$ cat src/rtl/ocu_pkg.sv
package ocu_pkg;

  typedef enum logic [1:0] {
    COM_OFF = 2'b00,
    COM_TGL = 2'b01,
    COM_CLR = 2'b10,
    COM_SET = 2'b11
  } com_e;

  // next waveform level for a compare action
  function automatic logic com_apply(input com_e mode, input logic cur);
    case (mode)
      COM_TGL: com_apply = ~cur;
      COM_CLR: com_apply = 1'b0;
      COM_SET: com_apply = 1'b1;
      default: com_apply = cur;
    endcase
  endfunction

endpackage

$ cat src/rtl/ocu_cmp.sv
module ocu_cmp #(
  parameter int CNT_W = 16
) (
  input  logic             clk_i,
  input  logic             rst_ni,
  input  logic [CNT_W-1:0] count_i,
  input  logic [CNT_W-1:0] cmp_val_i,
  output logic             hit_o
);
  logic eq, eq_q;

  assign eq = (count_i == cmp_val_i);

  always_ff @(posedge clk_i or negedge rst_ni) begin
    if (!rst_ni) eq_q <= 1'b0;
    else         eq_q <= eq;
  end

  // fire only on entry into equality
  assign hit_o = eq & ~eq_q;
endmodule

$ cat src/rtl/ocu_wave.sv
module ocu_wave
  import ocu_pkg::*;
(
  input  logic       clk_i,
  input  logic       rst_ni,
  input  logic       hit_i,
  input  logic       force_i,
  input  logic       pwm_mode_i,
  input  logic [1:0] com_i,
  output logic       wave_o
);
  logic act;
  logic wave_q;

  // one action per cycle, even when force and hit coincide
  assign act = ~pwm_mode_i & (hit_i | force_i);

  always_ff @(posedge clk_i or negedge rst_ni) begin
    if (!rst_ni)  wave_q <= 1'b0;
    else if (act) wave_q <= com_apply(com_e'(com_i), wave_q);
  end

  assign wave_o = wave_q;
endmodule

$ cat src/rtl/ocu_evt.sv
module ocu_evt (
  input  logic clk_i,
  input  logic rst_ni,
  input  logic hit_i,
  input  logic pwm_mode_i,
  input  logic ctc_top_i,
  output logic match_o,
  output logic ctc_clr_o
);
  always_ff @(posedge clk_i or negedge rst_ni) begin
    if (!rst_ni) begin
      match_o   <= 1'b0;
      ctc_clr_o <= 1'b0;
    end else begin
      match_o   <= hit_i;
      ctc_clr_o <= hit_i & ctc_top_i & ~pwm_mode_i;
    end
  end
endmodule

$ cat src/rtl/ocu_pin.sv
module ocu_pin (
  input  logic [1:0] com_i,
  input  logic       ddr_i,
  output logic       override_o,
  output logic       pin_oe_o
);
  assign override_o = |com_i;
  assign pin_oe_o   = override_o & ddr_i;
endmodule

$ cat src/rtl/ocu_channel.sv
module ocu_channel #(
  parameter int CNT_W = 16
) (
  input  logic             clk_i,
  input  logic             rst_ni,
  input  logic [CNT_W-1:0] count_i,
  input  logic [CNT_W-1:0] cmp_val_i,
  input  logic             pwm_mode_i,
  input  logic             ctc_top_i,
  input  logic [1:0]       com_i,
  input  logic             force_wr_i,
  input  logic             ddr_i,
  output logic             wave_o,
  output logic             override_o,
  output logic             pin_oe_o,
  output logic             match_o,
  output logic             ctc_clr_o
);
  logic hit;

  ocu_cmp #(.CNT_W(CNT_W)) u_cmp (
    .clk_i     (clk_i),
    .rst_ni    (rst_ni),
    .count_i   (count_i),
    .cmp_val_i (cmp_val_i),
    .hit_o     (hit)
  );

  ocu_wave u_wave (
    .clk_i      (clk_i),
    .rst_ni     (rst_ni),
    .hit_i      (hit),
    .force_i    (force_wr_i),
    .pwm_mode_i (pwm_mode_i),
    .com_i      (com_i),
    .wave_o     (wave_o)
  );

  // force strobe intentionally not routed here
  ocu_evt u_evt (
    .clk_i      (clk_i),
    .rst_ni     (rst_ni),
    .hit_i      (hit),
    .pwm_mode_i (pwm_mode_i),
    .ctc_top_i  (ctc_top_i),
    .match_o    (match_o),
    .ctc_clr_o  (ctc_clr_o)
  );

  ocu_pin u_pin (
    .com_i      (com_i),
    .ddr_i      (ddr_i),
    .override_o (override_o),
    .pin_oe_o   (pin_oe_o)
  );
endmodule

$ cat config.mk
export PLATFORM = sky130hd
export DESIGN_NAME = ocu_channel
export DESIGN_NICKNAME = d
export VERILOG_FILES = /design/src/rtl/ocu_pkg.sv /design/src/rtl/ocu_cmp.sv /design/src/rtl/ocu_wave.sv /design/src/rtl/ocu_evt.sv /design/src/rtl/ocu_pin.sv /design/src/rtl/ocu_channel.sv
export SDC_FILE = /design/constraint.sdc
export NUM_CORES = 1
export LEC_CHECK = 0
export BUFFER_PORTS_ARGS = -buffer_cell sky130_fd_sc_hd__clkbuf_2
export CORE_AREA = 2 2 39 41
export DETAILED_ROUTE_END_ITERATION = 8
export DIE_AREA = 0 0 41 43
export HOLD_SLACK_MARGIN = 0.15
export PLACE_DENSITY = 0.75
export SETUP_SLACK_MARGIN = 0.5
export SYNTH_ARGS = -nofsm -noshare
export SYNTH_HDL_FRONTEND = slang
export SYNTH_HIERARCHICAL = 1
export SYNTH_SLANG_ARGS = --single-unit
$ cat constraint.sdc
create_clock -name clk_i -period 1.7 [get_ports clk_i]
set_input_delay 0.17 -clock clk_i [delete_from_list [all_inputs] [get_ports clk_i]]
set_output_delay 0.17 -clock clk_i [all_outputs]
set_load 0.005 [all_outputs]
Yosys cells after proc, flatten, opt, wreduce, memory -nomap -nowiden. Cells that the tools add are included.

Flip-flop bits (word level): 4. Memories kept: 0. Word-level logic and storage cells: 21. Output and inout bits: 5. Input port bits: 40. Memory bits (writable): 0. Bits in latches: 0. ROM bits: 0.

Add/sub/neg operators: 0. $mul: 0. $lt $le $gt $ge: 0. Divide/modulo/power cells: 0. Reduce and logical (&&, ||, !) cells: 3. Equality and inequality tests: 4. Muxes and demuxes: 1. Shift-type cells: 0. Bitwise logic cells: 9.

Operator list (number): $eq A16 B16 Y1 (1); $and A1 B1 Y1 (5); $eq A2 B2 Y1 const B (2); $not A1 Y1 (3); $pmux W1 S3 (1); $reduce_bool A3 Y1 (1); $eq A2 B1 Y1 const B (1); $reduce_and A2 Y1 (1); $reduce_or A2 Y1 (1); $or A1 B1 Y1 (1).

Depth between registers and ports, before layout.
Depth in word-level cells: 5. Mapped depth: 7. Depth with buffers taken out: 7.

Modules after synthesis. Netlist, hierarchy kept.

By module, submodules not included: ocu_cmp (times used 1, area each 209.0 µm², cells each 23); ocu_evt (times used 1, area each 58.8 µm², cells each 3); ocu_wave (times used 1, area each 58.8 µm², cells each 7); ocu_pin (times used 1, area each 13.8 µm², cells each 2).

Least setup slack after synthesis. No wires, ideal clock.

Path kind: input port to flip-flop. Start: in cmp_val_i[10]. End: reg u_wave.wave_q, in the netlist u_wave/wave_o. Path slack: 0.377 ns. Data arrival time: 1.189 ns. Buffers on the path: 0. Setup time: 0.135 ns. Data required time: 1.565 ns. Stages: 7. Cell sequence: xnor2_1 > nand4_1 > nor4_2 > nor2b_1 > o21bai_1 > o21ai_1 > o311ai_1.

Cells in the longest elaborated chain, start to end: 5.

RTL lines: start: declaration (line ocu_channel.sv:7) `input logic [CNT_W-1:0] cmp_val_i,`; $eq A16 B16 Y1 (line ocu_cmp.sv:12) `assign eq = (count_i == cmp_val_i);`; via u_cmp.eq (line ocu_cmp.sv:10) `logic eq, eq_q;`; $and A1 B1 Y1 (line ocu_cmp.sv:20) `assign hit_o = eq & ~eq_q;`; via hit (line ocu_channel.sv:19) `logic hit;`; $or A1 B1 Y1 (line ocu_wave.sv:16) `assign act = ~pwm_mode_i & (hit_i | force_i);`; $and A1 B1 Y1 (line ocu_wave.sv:16); $reduce_and A2 Y1 (no source line); end signal: assignment (line ocu_wave.sv:20) `else if (act) wave_q <= com_apply(com_e'(com_i), wave_q);`; end: declaration (line ocu_wave.sv:13) `logic wave_q;`.

The timed path passes the listed nets, and every way through them passes these cells. A chain may end at the register's enable or synchronous reset.

Worst setup path in the final report.
Start: in count_i[10]. End: reg u_wave.wave_q, in the netlist u_wave/wave_o.

Cells in the longest elaborated chain, start to end: 5.

RTL lines: start: declaration (line ocu_channel.sv:6) `input logic [CNT_W-1:0] count_i,`; $eq A16 B16 Y1 (line ocu_cmp.sv:12); via u_cmp.eq (line ocu_cmp.sv:10); $and A1 B1 Y1 (line ocu_cmp.sv:20); via hit (line ocu_channel.sv:19); $or A1 B1 Y1 (line ocu_wave.sv:16); $and A1 B1 Y1 (line ocu_wave.sv:16); $reduce_and A2 Y1 (no source line).

The timed path passes the listed nets, and every way through them passes these cells.

==> results.cfg <==
[floorplan]
die_h_um = 43
rows = 14
dieArea_um2 = 1763
ios = 45
initial_core_util_pct = 24.59
core-area_um2 = 1384
die_w_um = 41

[detailed_routing]
antenna_left = 0
drtPass1Iterations = 2
drt_wl_total_um = 872
remaining_drc_errors = 0
vias_per_cell = 4.314
via_count = 440
wl_per_cell_um = 8.549
drt_iter0_markers = 2

[finish]
final_util_pct = 50.54
final_layout_size_suffix_gt1_share_pct = 66.28
nets = 128
num_antenna_cells = 0
multi_input_area_um2 = 281.5
n_fill_cell = 129
syn2layout_area_growth_pct = 105.5
seqCellArea_um2 = 100.1

[pwr]
power.leakage_nw = 0.3714
peakVddDrop_mv = 0.2617
power_w = 0.0003584
powerDensity_nw_per_um2 = 512.5

[clocking]
ctsHtreeMaxLevel = 1
cts.path.max_buffers = 2
root_buffer = clkbuf_4
numCtsBuffers = 3
clk_pin_slew_ns = 0.04
clock-sinks = 4
clkLatencyLatePin_ns = 0.23
cts_tree = yes

[yosys]
yosysWarnings = 6
ys_types = 14
syn-num-nets = 75
yosysTopAreaCell = xnor2_1
synth_area_leaders = xnor2_1, dfrtp_1, nand4_1
synthesis.area_um2 = 340.3
synth_cells = 35
synthDominantCellAreaShare_pct = 41.18
avgSynthCellArea_um2 = 9.724
synth-seq-area-share_pct = 29.41
yosys_register_bits = 4

[grt]
grt_max_degree = 6
grt_pass1_wl_mm = 1.504
globalRouteOverflowTotal = 0
grt_pass1_vias = 453
antenna_found_initial = 0
grt_usage_pct = 12.17

[setup_path]
path_max_fanout = 2
critPathLaunchType = primary input
path_cells = buf_6 > xnor2_1 > nand4_1 > nor4_2 > nor2b_4 > o21bai_1 > o21ai_1 > o311ai_1
end_kind = flip-flop
path_class = primary input to flip-flop
arrival_ns = 1.39
cp_data_required_time_ns = 1.80
cpMaxStageDelayCell = nor4_2
max_stage_delay_ns = 0.34

[timing]
tightest_slew_ns = 0.2644
fin_crit_sh_pct = 75.99
finalSetupViolCount = 0
skew_ns = 0.001856
grt_setup_unrepaired = true
period_minus_slack_ns = 1.292
max_slew_margin_pct = 82.23
slew_viol_final = 0
final-hold-violation-count = 0
max_clock_freq_mhz = 774.0
setup_tns_ns = 0
setup_ws_ns = 0.4081

[run_status]
status = completed

[worst_hold_path]
hold_path_class = primary input to flip-flop

[placed_design]
post-place-ws_ns = 0.1657
gp_congestion = 0.6910
port_buffers = 44

[job]
cap_violations = 0
-- placed cells by master (no fill, tap or decap), types with 3 or more instances in the layout --
cell type / Yosys / routed
clkbuf_2: 0 / 41
xnor2_1: 16 / 11
xnor2_2: 0 / 5
nand4_1: 4 / 4
dfrtp_1: 4 / 4
clkbuf_4: 0 / 3
buf_6: 0 / 3
buf_4: 0 / 3
-- cell families (layout without fill, tap and decap cells) --
family | after synthesis | in the layout | synth area share, %
AO/OA/AOI/OAI | 4 | 4 | 8.457
buffers and inverters | 1 | 52 | 1.102
AND/OR/NAND/NOR | 10 | 10 | 19.85
XOR/XNOR | 16 | 16 | 41.18
flip-flops | 4 | 4 | 29.41
-- metrics by stage --
stage          cell area [µm²]  cells  hold WS [ns]
2_1_floorplan            365.4     35       -0.1256
3_3_place_gp             605.6     95      -0.01921
3_5_place_dp             605.6     95      -0.01575
4_1_cts                  645.6    100        0.1915
5_1_grt                  699.4    102        0.1918
6_report                 699.4    102        0.1995
-- critical path: cells and delay by family --
kind	cells	cell delay, ns
AOI/OAI and AO/OA	3	0.32
xor gates and xnor gates	1	0.13
buffers and inverters	1	0.09
and+or+nand+nor	3	0.68
-- state kept, by name, indices dropped and copies added, names as in the netlist --
register         flops
u_cmp/eq_q           1
u_evt/ctc_clr_o      1
u_evt/match_o        1
u_wave/wave_o        1
-- worst paths after layout --
path	from	to	slack, ns	cells after the start
worst max-delay path	count_i[10]	u_wave/wave_o	0.41	8
worst min-delay path	ctc_top_i	u_evt/ctc_clr_o	0.20	2
worst max register to register	u_cmp/eq_q	u_wave/wave_o	0.74	4
worst min register to register	u_wave/wave_o	u_wave/wave_o	0.54	1
max in group asynchronous	rst_ni	u_cmp/eq_q	1.30	2
min in group asynchronous	rst_ni	u_evt/ctc_clr_o	0.28	2
-- synthesized netlist by cell type --
library cell and n:
xnor2_1 16, dfrtp_1 4, nand4_1 4, and3b_1 1, inv_1 1, nand3_1 1, nor2_1 1, nor2b_1 1
nor4_2 1, o21a_1 1, o21ai_1 1, o21bai_1 1, o311ai_1 1, or2_1 1
-- report_power, final --
group	leakage [nW]	switching, W	internal, W	total, W
Sequential	0.0534	0.00000675	0.000103	0.000110
Clock	0.0138	0.0000359	0.0000788	0.000115
Combinational	0.304	0.0000479	0.0000862	0.000134
Total	0.371	0.0000906	0.000268	0.000358
-- layer usage --
metal	vias to the layer above	wire (µm)	track usage [%]
met4	0	0	6.000
met2	39	399	20.63
li1	226	-	-
met3	0	163	3.141
met5	-	0	0
met1	175	309	12.94
-- cell type report --
class,instances,share of cell area (%)
inverter,1,0.5367
multi-input combinational,30,40.25
tap,16,2.862
clock buffer,3,3.220
sequential,4,14.31
timing repair buffer,48,38.82
-- repair_timing --
item / 4_1_cts / 5_1_grt
endpoints found under the setup margin: 1 / 2
hold endpoints to repair: 4 / 0
gates resized for setup: 0 / 7
hold buffers: 1 / 0
pin swaps: 0 / 8
buffers inserted: 1 / 2
No activity file was read; power rests on OpenSTA's default activity.
